**src/rtl/sb_pkg.sv**
```systemverilog
package sb_pkg;
  localparam int NSIDE = 4;
  localparam int SEL_ZERO = 0;
  localparam int SEL_STR  = 1;
  localparam int SEL_TA   = 2;
  localparam int SEL_TAX  = 3;
  localparam int SEL_TB   = 4;
  localparam int SEL_TBX  = 5;
  localparam int SEL_LOC0 = 6;

  function automatic int opp(input int s);
    return (s + 2) % NSIDE;
  endfunction

  function automatic int cw(input int s);
    return (s + 1) % NSIDE;
  endfunction

  function automatic int ccw(input int s);
    return (s + 3) % NSIDE;
  endfunction

  // north(0)-west(3) turns stay in their own domain
  function automatic bit swap_ok(input int a, input int b);
    return !((a == 0 && b == 3) || (a == 3 && b == 0));
  endfunction
endpackage

```
**src/rtl/sb_cfg_chain.sv**
```systemverilog
module sb_cfg_chain #(
  parameter int TOT = 48
) (
  input  logic           clk_i,
  input  logic           rst_ni,
  input  logic           en_i,
  input  logic           di_i,
  output logic [TOT-1:0] q_o,
  output logic           do_o
);
  logic [TOT-1:0] q;

  always_ff @(posedge clk_i or negedge rst_ni) begin
    if (!rst_ni)   q <= '0;
    else if (en_i) q <= {di_i, q[TOT-1:1]};
  end

  assign q_o  = q;
  assign do_o = q[0];

  a_r2_shift_in: assert property (@(posedge clk_i) disable iff (!rst_ni)
    en_i |=> (q[TOT-1] == $past(di_i)));
  a_r2_hold: assert property (@(posedge clk_i) disable iff (!rst_ni)
    !en_i |=> $stable(q));
endmodule

```
**src/rtl/sb_route_mux.sv**
```systemverilog
module sb_route_mux #(
  parameter int NIN  = 7,
  parameter int SELW = 3
) (
  input  logic [SELW-1:0] sel_i,
  input  logic [NIN-1:0]  cand_i,
  output logic            out_o
);
  always_comb begin
    out_o = 1'b0;
    for (int i = 0; i < NIN; i++)
      if (int'(sel_i) == i + 1) out_o = cand_i[i];
  end
endmodule

```
**src/rtl/dom_switch_box.sv**
```systemverilog
module dom_switch_box #(
  parameter int W    = 16,
  parameter int SEG  = 4,
  parameter int NLOC = 2
) (
  input  logic            clk_i,
  input  logic            rst_ni,
  input  logic            cfg_en_i,
  input  logic            cfg_di_i,
  output logic            cfg_do_o,
  input  logic [4*W-1:0]  chan_i,
  input  logic [NLOC-1:0] loc_i,
  output logic [4*W-1:0]  chan_o
);
  import sb_pkg::*;

  localparam int ND    = W / SEG;
  localparam int NMUX  = NSIDE * ND;
  localparam int NIN   = 5 + NLOC;
  localparam int SELW  = $clog2(NIN + 1);
  localparam int TOT   = NMUX * SELW;

  logic [TOT-1:0] cfg_q;

  sb_cfg_chain #(.TOT(TOT)) u_chain (
    .clk_i (clk_i),
    .rst_ni(rst_ni),
    .en_i  (cfg_en_i),
    .di_i  (cfg_di_i),
    .q_o   (cfg_q),
    .do_o  (cfg_do_o)
  );

  for (genvar s = 0; s < NSIDE; s++) begin : g_side
    localparam int SO = opp(s);
    localparam int SA = cw(s);
    localparam int SB = ccw(s);
    localparam bit XA = swap_ok(s, SA);
    localparam bit XB = swap_ok(s, SB);
    for (genvar k = 0; k < ND; k++) begin : g_dom
      localparam int PK = (k ^ 1) % ND;
      localparam int M  = s * ND + k;
      logic [NIN-1:0]  cand;
      logic [SELW-1:0] sel;
      logic            mux_out;

      // straight-through with position rotation
      for (genvar p = 0; p < SEG - 1; p++) begin : g_pass
        assign chan_o[s*W + k*SEG + p] = chan_i[SO*W + k*SEG + p + 1];
        a_r3_pass: assert property (@(posedge clk_i) disable iff (!rst_ni)
          chan_o[s*W + k*SEG + p] == chan_i[SO*W + k*SEG + p + 1]);
      end

      assign cand[SEL_STR-1] = chan_i[SO*W + k*SEG];
      assign cand[SEL_TA-1]  = chan_i[SA*W + k*SEG];
      assign cand[SEL_TB-1]  = chan_i[SB*W + k*SEG];
      if (XA) begin : g_xa
        assign cand[SEL_TAX-1] = chan_i[SA*W + PK*SEG];
      end else begin : g_xa0
        assign cand[SEL_TAX-1] = 1'b0;
      end
      if (XB) begin : g_xb
        assign cand[SEL_TBX-1] = chan_i[SB*W + PK*SEG];
      end else begin : g_xb0
        assign cand[SEL_TBX-1] = 1'b0;
      end
      for (genvar j = 0; j < NLOC; j++) begin : g_loc
        assign cand[SEL_LOC0-1+j] = loc_i[j];
      end

      assign sel = cfg_q[M*SELW +: SELW];

      sb_route_mux #(.NIN(NIN), .SELW(SELW)) u_mux (
        .sel_i (sel),
        .cand_i(cand),
        .out_o (mux_out)
      );

      assign chan_o[s*W + k*SEG + SEG - 1] = mux_out;

      a_r4_zero_code: assert property (@(posedge clk_i) disable iff (!rst_ni)
        (int'(sel) == SEL_ZERO) |-> !chan_o[s*W + k*SEG + SEG - 1]);
      a_r5_straight: assert property (@(posedge clk_i) disable iff (!rst_ni)
        (int'(sel) == SEL_STR) |-> (chan_o[s*W + k*SEG + SEG - 1] == chan_i[SO*W + k*SEG]));
      if (!XA) begin : g_chk_a
        a_r7_nw_blank: assert property (@(posedge clk_i) disable iff (!rst_ni)
          (int'(sel) == SEL_TAX) |-> !chan_o[s*W + k*SEG + SEG - 1]);
      end
      if (!XB) begin : g_chk_b
        a_r7_nw_blank_b: assert property (@(posedge clk_i) disable iff (!rst_ni)
          (int'(sel) == SEL_TBX) |-> !chan_o[s*W + k*SEG + SEG - 1]);
      end
    end
  end
endmodule

```
**config.mk**
```make
export PLATFORM = sky130hd
export DESIGN_NAME = dom_switch_box
export DESIGN_NICKNAME = d
export VERILOG_FILES = /design/src/rtl/sb_pkg.sv /design/src/rtl/sb_cfg_chain.sv /design/src/rtl/sb_route_mux.sv /design/src/rtl/dom_switch_box.sv
export SDC_FILE = /design/constraint.sdc
export NUM_CORES = 1
export LEC_CHECK = 0
export BUFFER_PORTS_ARGS = -buffer_cell sky130_fd_sc_hd__buf_2
export CORE_UTILIZATION = 48
export CTS_CLUSTER_DIAMETER = 150
export DETAILED_ROUTE_END_ITERATION = 12
export PLACE_DENSITY = 0.93
export SKIP_CTS_REPAIR_TIMING = 1
export SLEW_MARGIN = 20
export SYNTH_ARGS = -nofsm -noshare
export SYNTH_HDL_FRONTEND = slang
export SYNTH_SLANG_ARGS = --single-unit
```
**constraint.sdc**
```tcl
create_clock -name clk_i -period 1.7 [get_ports clk_i]
set_clock_uncertainty 0.15 [all_clocks]
set_input_delay 0.085 -clock clk_i [delete_from_list [all_inputs] [get_ports clk_i]]
set_output_delay 0.085 -clock clk_i [all_outputs]
set_load 0.01 [all_outputs]
```
==> impl_metrics.py, run 1 <==
metrics = {
    "outcome": {
        "status": "complete, but fails checks",
        "violations": "setup timing",
    },
    "worst_setup_path": {
        "worst-setup-path-type": "reg2out",
        "arrival_ns": 1.66,
        "crit_required_ns": 1.46,
        "endpoint_kind": "output port",
        "startpoint_type": "flip-flop",
        "crit_fanout": 5,
    },
    "logic_synthesis": {
        "syn_nets": 320,
        "ys_seq_elements": 48,
        "yosysTopAreaCellShare": 0.383,
        "yosysWarnings": 0,
        "synth_cell_types": 16,
        "syn_inst": 250,
        "syn_area_per_cell_sq_um": 12.6,
        "synth_area_leader_cell": "dfrtp_1",
        "yosysSeqAreaShare": 0.383,
        "ys_top_cells_by_area": "dfrtp_1, mux2_2, buf_4",
        "syn_area_sq_um": 3140,
    },
    "power": {
        "leakage_nw": 1.48,
        "power_mw": 4.06,
        "pwr_density_cell_nw_per_um2": 1260,
        "max-vdd-ir-drop_mv": 0.821,
    },
    "drt": {
        "wirelength_um": 6280,
        "vias": 1893,
        "wl_per_cell_um": 19.5,
        "drt_iter0_drc": 82,
        "viasPerCell": 5.88,
        "ant_nets": 0,
        "drc_errors": 0,
        "drtPass1Iterations": 4,
    },
    "timing": {
        "fmax_mhz": 528,
        "worst_slack_ns": -0.194,
        "whs_ns": 0.0200,
        "setup_viol": 15,
        "period_share": 1.11,
        "rsz0062_at_grt": "yes",
        "finalHoldViolations": 0,
        "worst_pin_slew_ns": 0.459,
        "finalMaxSlewViolations": 0,
        "relSlewSlack": 0.694,
        "min_period_ns": 1.89,
    },
    "final_layout": {
        "largest_reg_flops": 48,
        "design_area_sq_um": 3240,
        "diodes": 0,
        "drive_above_1_share": 0.592,
        "layout_common_cells": "mux2_2, dfrtp_1, buf_2, mux4_2, buf_4",
        "fillers": 555,
        "utilization": 0.512,
        "areaGrowthSynthToFinish_pct": 3.07,
        "finalNetCount": 314,
        "layout_commonest_cell": "mux2_2",
    },
    "die": {
        "die_area_sq_um": 6870,
        "core_sq_um": 6310,
        "initial_core_util": 0.497,
        "rows": 29,
        "pin_count": 135,
        "die_w_um": 82.9,
        "fp.dieH_um": 82.9,
    },
    "clock_tree": {
        "cts_buffers": 5,
        "cts_sinks": 48,
        "path_clk_slew_ns": 0.08,
        "clk_latency_ns": 0.31,
        "htreeDepth": 2,
        "root_buffer": "clkbuf_8",
        "cts_tree": "yes",
        "cts_buffer_depth": 2,
    },
    "place": {
        "dp_hpwl_um": 4210,
        "io_buffers": 38,
        "gp_congestion": 0.783,
        "placed_area_sq_um": 2950,
    },
    "grt": {
        "track_usage": 0.182,
        "overflow": 0,
        "grt_pass1_wl_um": 9720,
        "first_global_vias": 1820,
        "antenna_found_initial": 0,
        "grt_max_degree": 38,
    },
    "run": {
        "drv_cap": 0,
    },
    "min_path": {
        "hp-class": "in2out",
    },
}
[where the power goes]
group	internal, mW	leakage, nW	switching [mW]
clock	0.325	0.0510	0.388
combinational	1.01	0.818	0.548
sequential	1.44	0.614	0.353
total	2.78	1.48	1.29
[kinds of logic after synthesis]
kind of cell,after synthesis,share of synthesized area
compound gates,29,0.0542
buf+inv,71,0.168
flops,48,0.383
mux,80,0.354
simple gates,22,0.0407
[cells in the mapped netlist, drive strengths merged]
library cell and number:
a211oi 5, a21o 5, a21oi 8, and3b 3, buf 71, dfrtp 48, mux2 59, mux2i 5
mux4 16, nand2 11, nand3b 8, o21ai 11
[cell type report]
cell class / instances / area (sq um) / share of cell area
clock buffer: 6 / 82.6 / 0.0255
clock inverter: 2 / 10.0 / 0.00309
multi-input combinational: 131 / 1420 / 0.437
sequential: 48 / 1210 / 0.373
tap: 77 / 96.3 / 0.0298
timing repair buffer: 58 / 424 / 0.131
[through the flow]
stage               std cells  TNS, ns  worst slack (ns)
floorplan                 250        0             0.162
global placement          297        0             0.143
detailed placement        297        0            0.0931
CTS                       305    -2.83            -0.252
global route              322    -2.52            -0.229
finish                    322    -1.63            -0.194
[critical path: stages (launching register included)]
cell	delay (ns)
dfrtp_1	0.43
mux4_2	0.53
mux2_4	0.28
buf_6	0.12
[routing by layer]
metal	up-vias	track usage	wire, um
li1	836	-	-
met1	954	0.241	2700
met2	85	0.286	3050
met3	18	0.0497	395
met4	0	0.0705	129
met5	-	0	0
[final timing paths]
check | cells past startpoint | from | endpoint | slack, ns
worst max-delay path | 3 | u_chain.q_o[9] | chan_o[15] | -0.19
worst min-delay path | 0 | chan_i[43] | chan_o[10] | 0.02
worst max register to register | 3 | u_chain.q_o[2] | u_chain.q_o[1] | 0.52
worst min register to register | 1 | u_chain.q_o[31] | u_chain.q_o[30] | 0.41
max in group asynchronous | 3 | rst_ni | u_chain.q_o[17] | 0.77
min in group asynchronous | 2 | rst_ni | u_chain.q_o[19] | 0.11
Power figures use the tool's default switching activity.
==> inputs of run 2 (changes only) <==
Settings changed: CORE_UTILIZATION 48 to 52, GPL_TIMING_DRIVEN set to 0, PLACE_DENSITY 0.93 to 0.95.
Clock period 1.7 ns to 2.45 ns, I/O delays scaled along.
==> run 2 against run 1 <==
Against the previous run:
- the run now ends clean
- non-clock buffer count rose by 100
- clock-buffer cell count is 1 lower
- routed wire length grew 6.8%
- combinational power is 29% lower
- critical path depth is 1 higher
- cell count grew 30%
- clock power is 17% lower
- first-iteration DRC count grew 29%
==> impl_metrics.py, run 2 (same netlist as run 1, synthesis figures left out) <==
metrics = {
    "outcome": {
        "status": "finished clean",
    },
    "worst_setup_path": {
        "critPathTopFamily": "multiplexers",
        "crit_required_ns": 2.18,
        "crit_chain": "mux4_1 > mux2_2 > buf_4 > buf_2",
        "startpoint_type": "flip-flop",
        "cpPeakStageDelay_ns": 0.57,
        "endpoint_kind": "output port",
        "cp.buffers_inverters": 2,
        "slowest_stage": "mux4_1",
        "crit_fanout": 5,
        "arrival_ns": 1.84,
        "worst-setup-path-type": "reg2out",
    },
    "power": {
        "max-vdd-ir-drop_mv": 0.481,
        "pwr_density_cell_nw_per_um2": 782,
        "leakage_nw": 1.92,
    },
    "drt": {
        "vias": 2270,
        "drc_errors": 0,
        "drt_iter0_drc": 106,
        "wl_per_cell_um": 16.1,
        "ant_nets": 0,
        "wirelength_um": 6710,
        "viasPerCell": 5.44,
        "drtPass1Iterations": 4,
    },
    "timing": {
        "finalHoldViolations": 0,
        "finalMaxSlewViolations": 0,
        "setup_viol": 0,
        "whs_ns": 0.0958,
        "worst_pin_slew_ns": 0.612,
        "fmax_mhz": 474,
        "period_share": 0.862,
        "fin_tns_setup_ns": 0,
        "min_period_ns": 2.11,
        "relSlewSlack": 0.592,
        "rsz0062_at_grt": "no",
    },
    "die": {
        "rows": 27,
        "pin_count": 135,
        "die_w_um": 79.7,
        "initial_core_util": 0.553,
        "core_sq_um": 5680,
        "fp.dieH_um": 79.7,
        "die_area_sq_um": 6350,
    },
    "clock_tree": {
        "cts_tree": "yes",
        "cts_buffer_depth": 2,
        "path_clk_slew_ns": 0.10,
        "cts_buffers": 5,
        "clk_latency_ns": 0.31,
        "cts_sinks": 48,
        "htreeDepth": 2,
        "root_buffer": "clkbuf_8",
    },
    "place": {
        "dp_hpwl_um": 5010,
        "gp_congestion": 0.799,
        "io_buffers": 85,
    },
    "grt": {
        "track_usage": 0.222,
        "antenna_found_initial": 0,
        "first_global_vias": 2178,
        "overflow": 0,
        "grt_pass1_wl_um": 10600,
        "grt_max_degree": 49,
    },
    "final_layout": {
        "areaGrowthSynthToFinish_pct": 20.8,
        "layout_commonest_cell": "buf_2",
        "layout_common_cells": "buf_2, buf_4, mux2_2, dfrtp_1",
        "finalNetCount": 414,
        "largest_reg_flops": 48,
        "fillers": 449,
        "diodes": 0,
        "multi_input_area_sq_um": 1410,
        "drive_above_1_share": 0.672,
        "register_area_sq_um": 1200,
    },
    "min_path": {
        "hp-class": "in2reg",
    },
    "run": {
        "drv_cap": 0,
    },
}
-- run 2: cell count changes in the layout (fill, tap and decap cells not counted), moves of 2 or more --
cell / delta
dfrtp_2: -5
dfrtp_1: +5
mux2_4: -5
buf_2: +59
mux4_2: -6
o21ai_1: -2
buf_12: -2
mux4_1: +6
clkinv_2: -2
o21ai_0: +2
mux2_2: +5
buf_4: +50
buf_6: -7
-- run 2: layout make-up --
| cell class | instances | share of cell area |
|---|---|---|
| Buffer | 71 | 0.139 |
| Clock buffer | 5 | 0.0181 |
| Clock inverter | 3 | 0.0122 |
| Multi-Input combinational cell | 131 | 0.372 |
| Sequential cell | 48 | 0.317 |
| Tap cell | 72 | 0.0238 |
| Timing Repair Buffer | 87 | 0.118 |
-- run 2: through the flow --
| stage | power, mW | cell area [sq um] | instances | util | setup slack (ns) |
|---|---|---|---|---|---|
| after global placement | 2.33 | 3650 | 407 | 0.644 | 0.712 |
| after detailed placement | 2.39 | 3650 | 407 | 0.644 | 0.667 |
| final | 2.96 | 3790 | 417 | 0.668 | 0.339 |
| after floorplan | 2.05 | 3140 | 250 | - | 0.874 |
| after CTS | 2.99 | 3770 | 415 | 0.664 | 0.319 |
| after global routing | 3.14 | 3790 | 417 | 0.668 | 0.269 |
-- run 2: metal layers --
metal | track usage | part of all wire | up-vias | wire (um)
li1 | - | - | 1042 | -
met1 | 0.268 | 0.40 | 1119 | 2680
met2 | 0.396 | 0.52 | 102 | 3480
met3 | 0.0434 | 0.070 | 7 | 472
met4 | 0.0673 | 0.012 | 0 | 79
met5 | 0 | 0 | - | 0
-- run 2: power breakdown --
part           leakage, nW  total [mW]  internal (mW)  switching [mW]
Combinational         1.24        1.10          0.729           0.374
Clock               0.0548       0.593          0.308           0.285
Sequential           0.621        1.27          0.998           0.269
-- run 2: worst paths after layout --
kind,from,endpoint,slack [ns],cells after the start
setup / recovery,u_chain.q_o[45],chan_o[63],0.34,4
hold / removal,cfg_en_i,u_chain.q_o[30],0.1,2
setup reg to reg,u_chain.q_o[35],u_chain.q_o[34],1.44,1
hold reg to reg,u_chain.q_o[47],u_chain.q_o[46],0.40,1
max in group asynchronous,rst_ni,u_chain.q_o[22],1.53,2
min in group asynchronous,rst_ni,u_chain.q_o[44],0.20,2
==> inputs of run 3 (changes only) <==
Settings changed: CELL_PAD_IN_SITES_DETAIL_PLACEMENT set to 0, CELL_PAD_IN_SITES_GLOBAL_PLACEMENT set to 1, CORE_UTILIZATION 52 to 40.
==> run 3 against run 2 <==
Against the previous run:
- sequential cell count stayed put
- critical endpoint is now chan_o[59]
- fmax increased by 0.15%
- power down 4.1%
- clock-buffer cell count did not move
==> impl_metrics.py, run 3 (same netlist as run 1, synthesis figures left out) <==
metrics = {
    "min_path": {
        "hp-class": "in2reg",
    },
    "grt": {
        "antenna_found_initial": 0,
        "grt_use_met3": 0.0295,
        "busiest_layer": "met2",
        "grt_pass1_wl_um": 10300,
        "overflow": 0,
        "grt_util_met1": 0.222,
        "grt_max_degree": 49,
        "first_global_vias": 1996,
        "grt_use_met2": 0.254,
        "track_usage": 0.161,
    },
    "clock_tree": {
        "htreeDepth": 2,
        "root_buffer": "clkbuf_8",
        "cts_buffer_depth": 2,
        "path_clk_slew_ns": 0.10,
        "cts_buffers": 5,
        "clk_latency_ns": 0.31,
        "cts_sinks": 48,
        "cts_tree": "yes",
    },
    "worst_setup_path": {
        "worst-setup-path-type": "reg2out",
        "startpoint_type": "flip-flop",
        "endpoint_kind": "output port",
        "crit_chain": "mux4_1 > mux2_2 > buf_4 > buf_2",
        "cpPeakStageDelay_ns": 0.57,
        "slowest_stage": "mux4_1",
        "crit_fanout": 5,
        "arrival_ns": 1.84,
        "crit_required_ns": 2.18,
    },
    "place": {
        "place_inst": 434,
        "place_ws_ns": 0.675,
        "io_buffers": 85,
        "dp_hpwl_um": 4750,
        "gp_congestion": 0.842,
    },
    "die": {
        "die_area_sq_um": 8210,
        "rows": 31,
        "core_sq_um": 7410,
        "fp.dieH_um": 90.6,
        "pin_count": 135,
        "die_w_um": 90.6,
        "initial_core_util": 0.424,
    },
    "power": {
        "leakage_nw": 1.90,
        "pwr_density_cell_nw_per_um2": 747,
        "max-vdd-ir-drop_mv": 0.442,
    },
    "final_layout": {
        "fin_cells": 444,
        "finalNetCount": 414,
        "areaGrowthSynthToFinish_pct": 21.2,
        "diodes": 0,
        "largest_reg_flops": 48,
        "drive_above_1_share": 0.672,
        "layout_common_cells": "buf_2, buf_4, mux2_2, dfrtp_1",
        "layout_commonest_cell": "buf_2",
        "fillers": 663,
        "utilization": 0.513,
    },
    "timing": {
        "finalMaxSlewViolations": 0,
        "relSlewSlack": 0.591,
        "min_period_ns": 2.11,
        "setup_viol": 0,
        "worst_slack_ns": 0.342,
        "finalHoldViolations": 0,
        "rsz0062_at_grt": "no",
        "worst_pin_slew_ns": 0.614,
        "whs_ns": 0.0902,
        "period_share": 0.860,
        "fin_tns_setup_ns": 0,
        "fmax_mhz": 474,
    },
    "drt": {
        "drtPass1Iterations": 4,
        "drc_errors": 0,
        "wl_per_cell_um": 14.4,
        "ant_nets": 0,
        "wirelength_um": 6410,
        "viasPerCell": 5.06,
        "drt_iter0_drc": 90,
        "vias": 2246,
    },
    "outcome": {
        "status": "finished clean",
    },
    "run": {
        "drv_cap": 0,
    },
}
[run 3: power by group]
group	total, mW	internal [mW]	switching (mW)
registers	1.26	0.999	0.260
logic	1.09	0.729	0.365
clock network	0.491	0.202	0.288
total	2.84	1.93	0.913
[run 3: worst paths after layout]
check                                start         endpoint  slack [ns]  depth (start not counted)
max                        u_chain.q_o[42]       chan_o[59]        0.34                          4
min                               cfg_en_i  u_chain.q_o[25]        0.09                          2
max reg2reg                u_chain.q_o[33]  u_chain.q_o[33]        1.45                          1
min reg2reg                u_chain.q_o[10]  u_chain.q_o[10]        0.40                          1
max in group asynchronous           rst_ni  u_chain.q_o[33]        1.52                          2
min in group asynchronous           rst_ni  u_chain.q_o[39]        0.21                          2
[run 3: final cells by class]
cell class,count,area [sq um],area share
plain buffers,71,528,0.139
clock buffers,5,68.8,0.0181
clock inverters,3,23.8,0.00625
multi-input cells,131,1410,0.371
flip-flops and latches,48,1200,0.316
well taps,99,124,0.0326
repair buffers,87,448,0.118
[run 3: per-stage QoR]
stage	power, mW	instance area (sq um)
6_report	2.84	3800
5_1_grt	3.05	3800
3_5_place_dp	2.38	3690
2_1_floorplan	2.05	3140
3_3_place_gp	2.34	3690
4_1_cts	2.88	3780
[run 3: per-layer routing]
metal / wire length [um] / part of all wire
met4: 84 / 0.013
met3: 464 / 0.072
met2: 2990 / 0.47
met5: 0 / 0
met1: 2870 / 0.45
[run 3: worst max-delay path: cells and delay by family (launching register included)]
| kind | cells | cell delay (ns) |
|---|---|---|
| mux | 2 | 0.85 |
| flops | 1 | 0.43 |
| buf+inv | 2 | 0.25 |
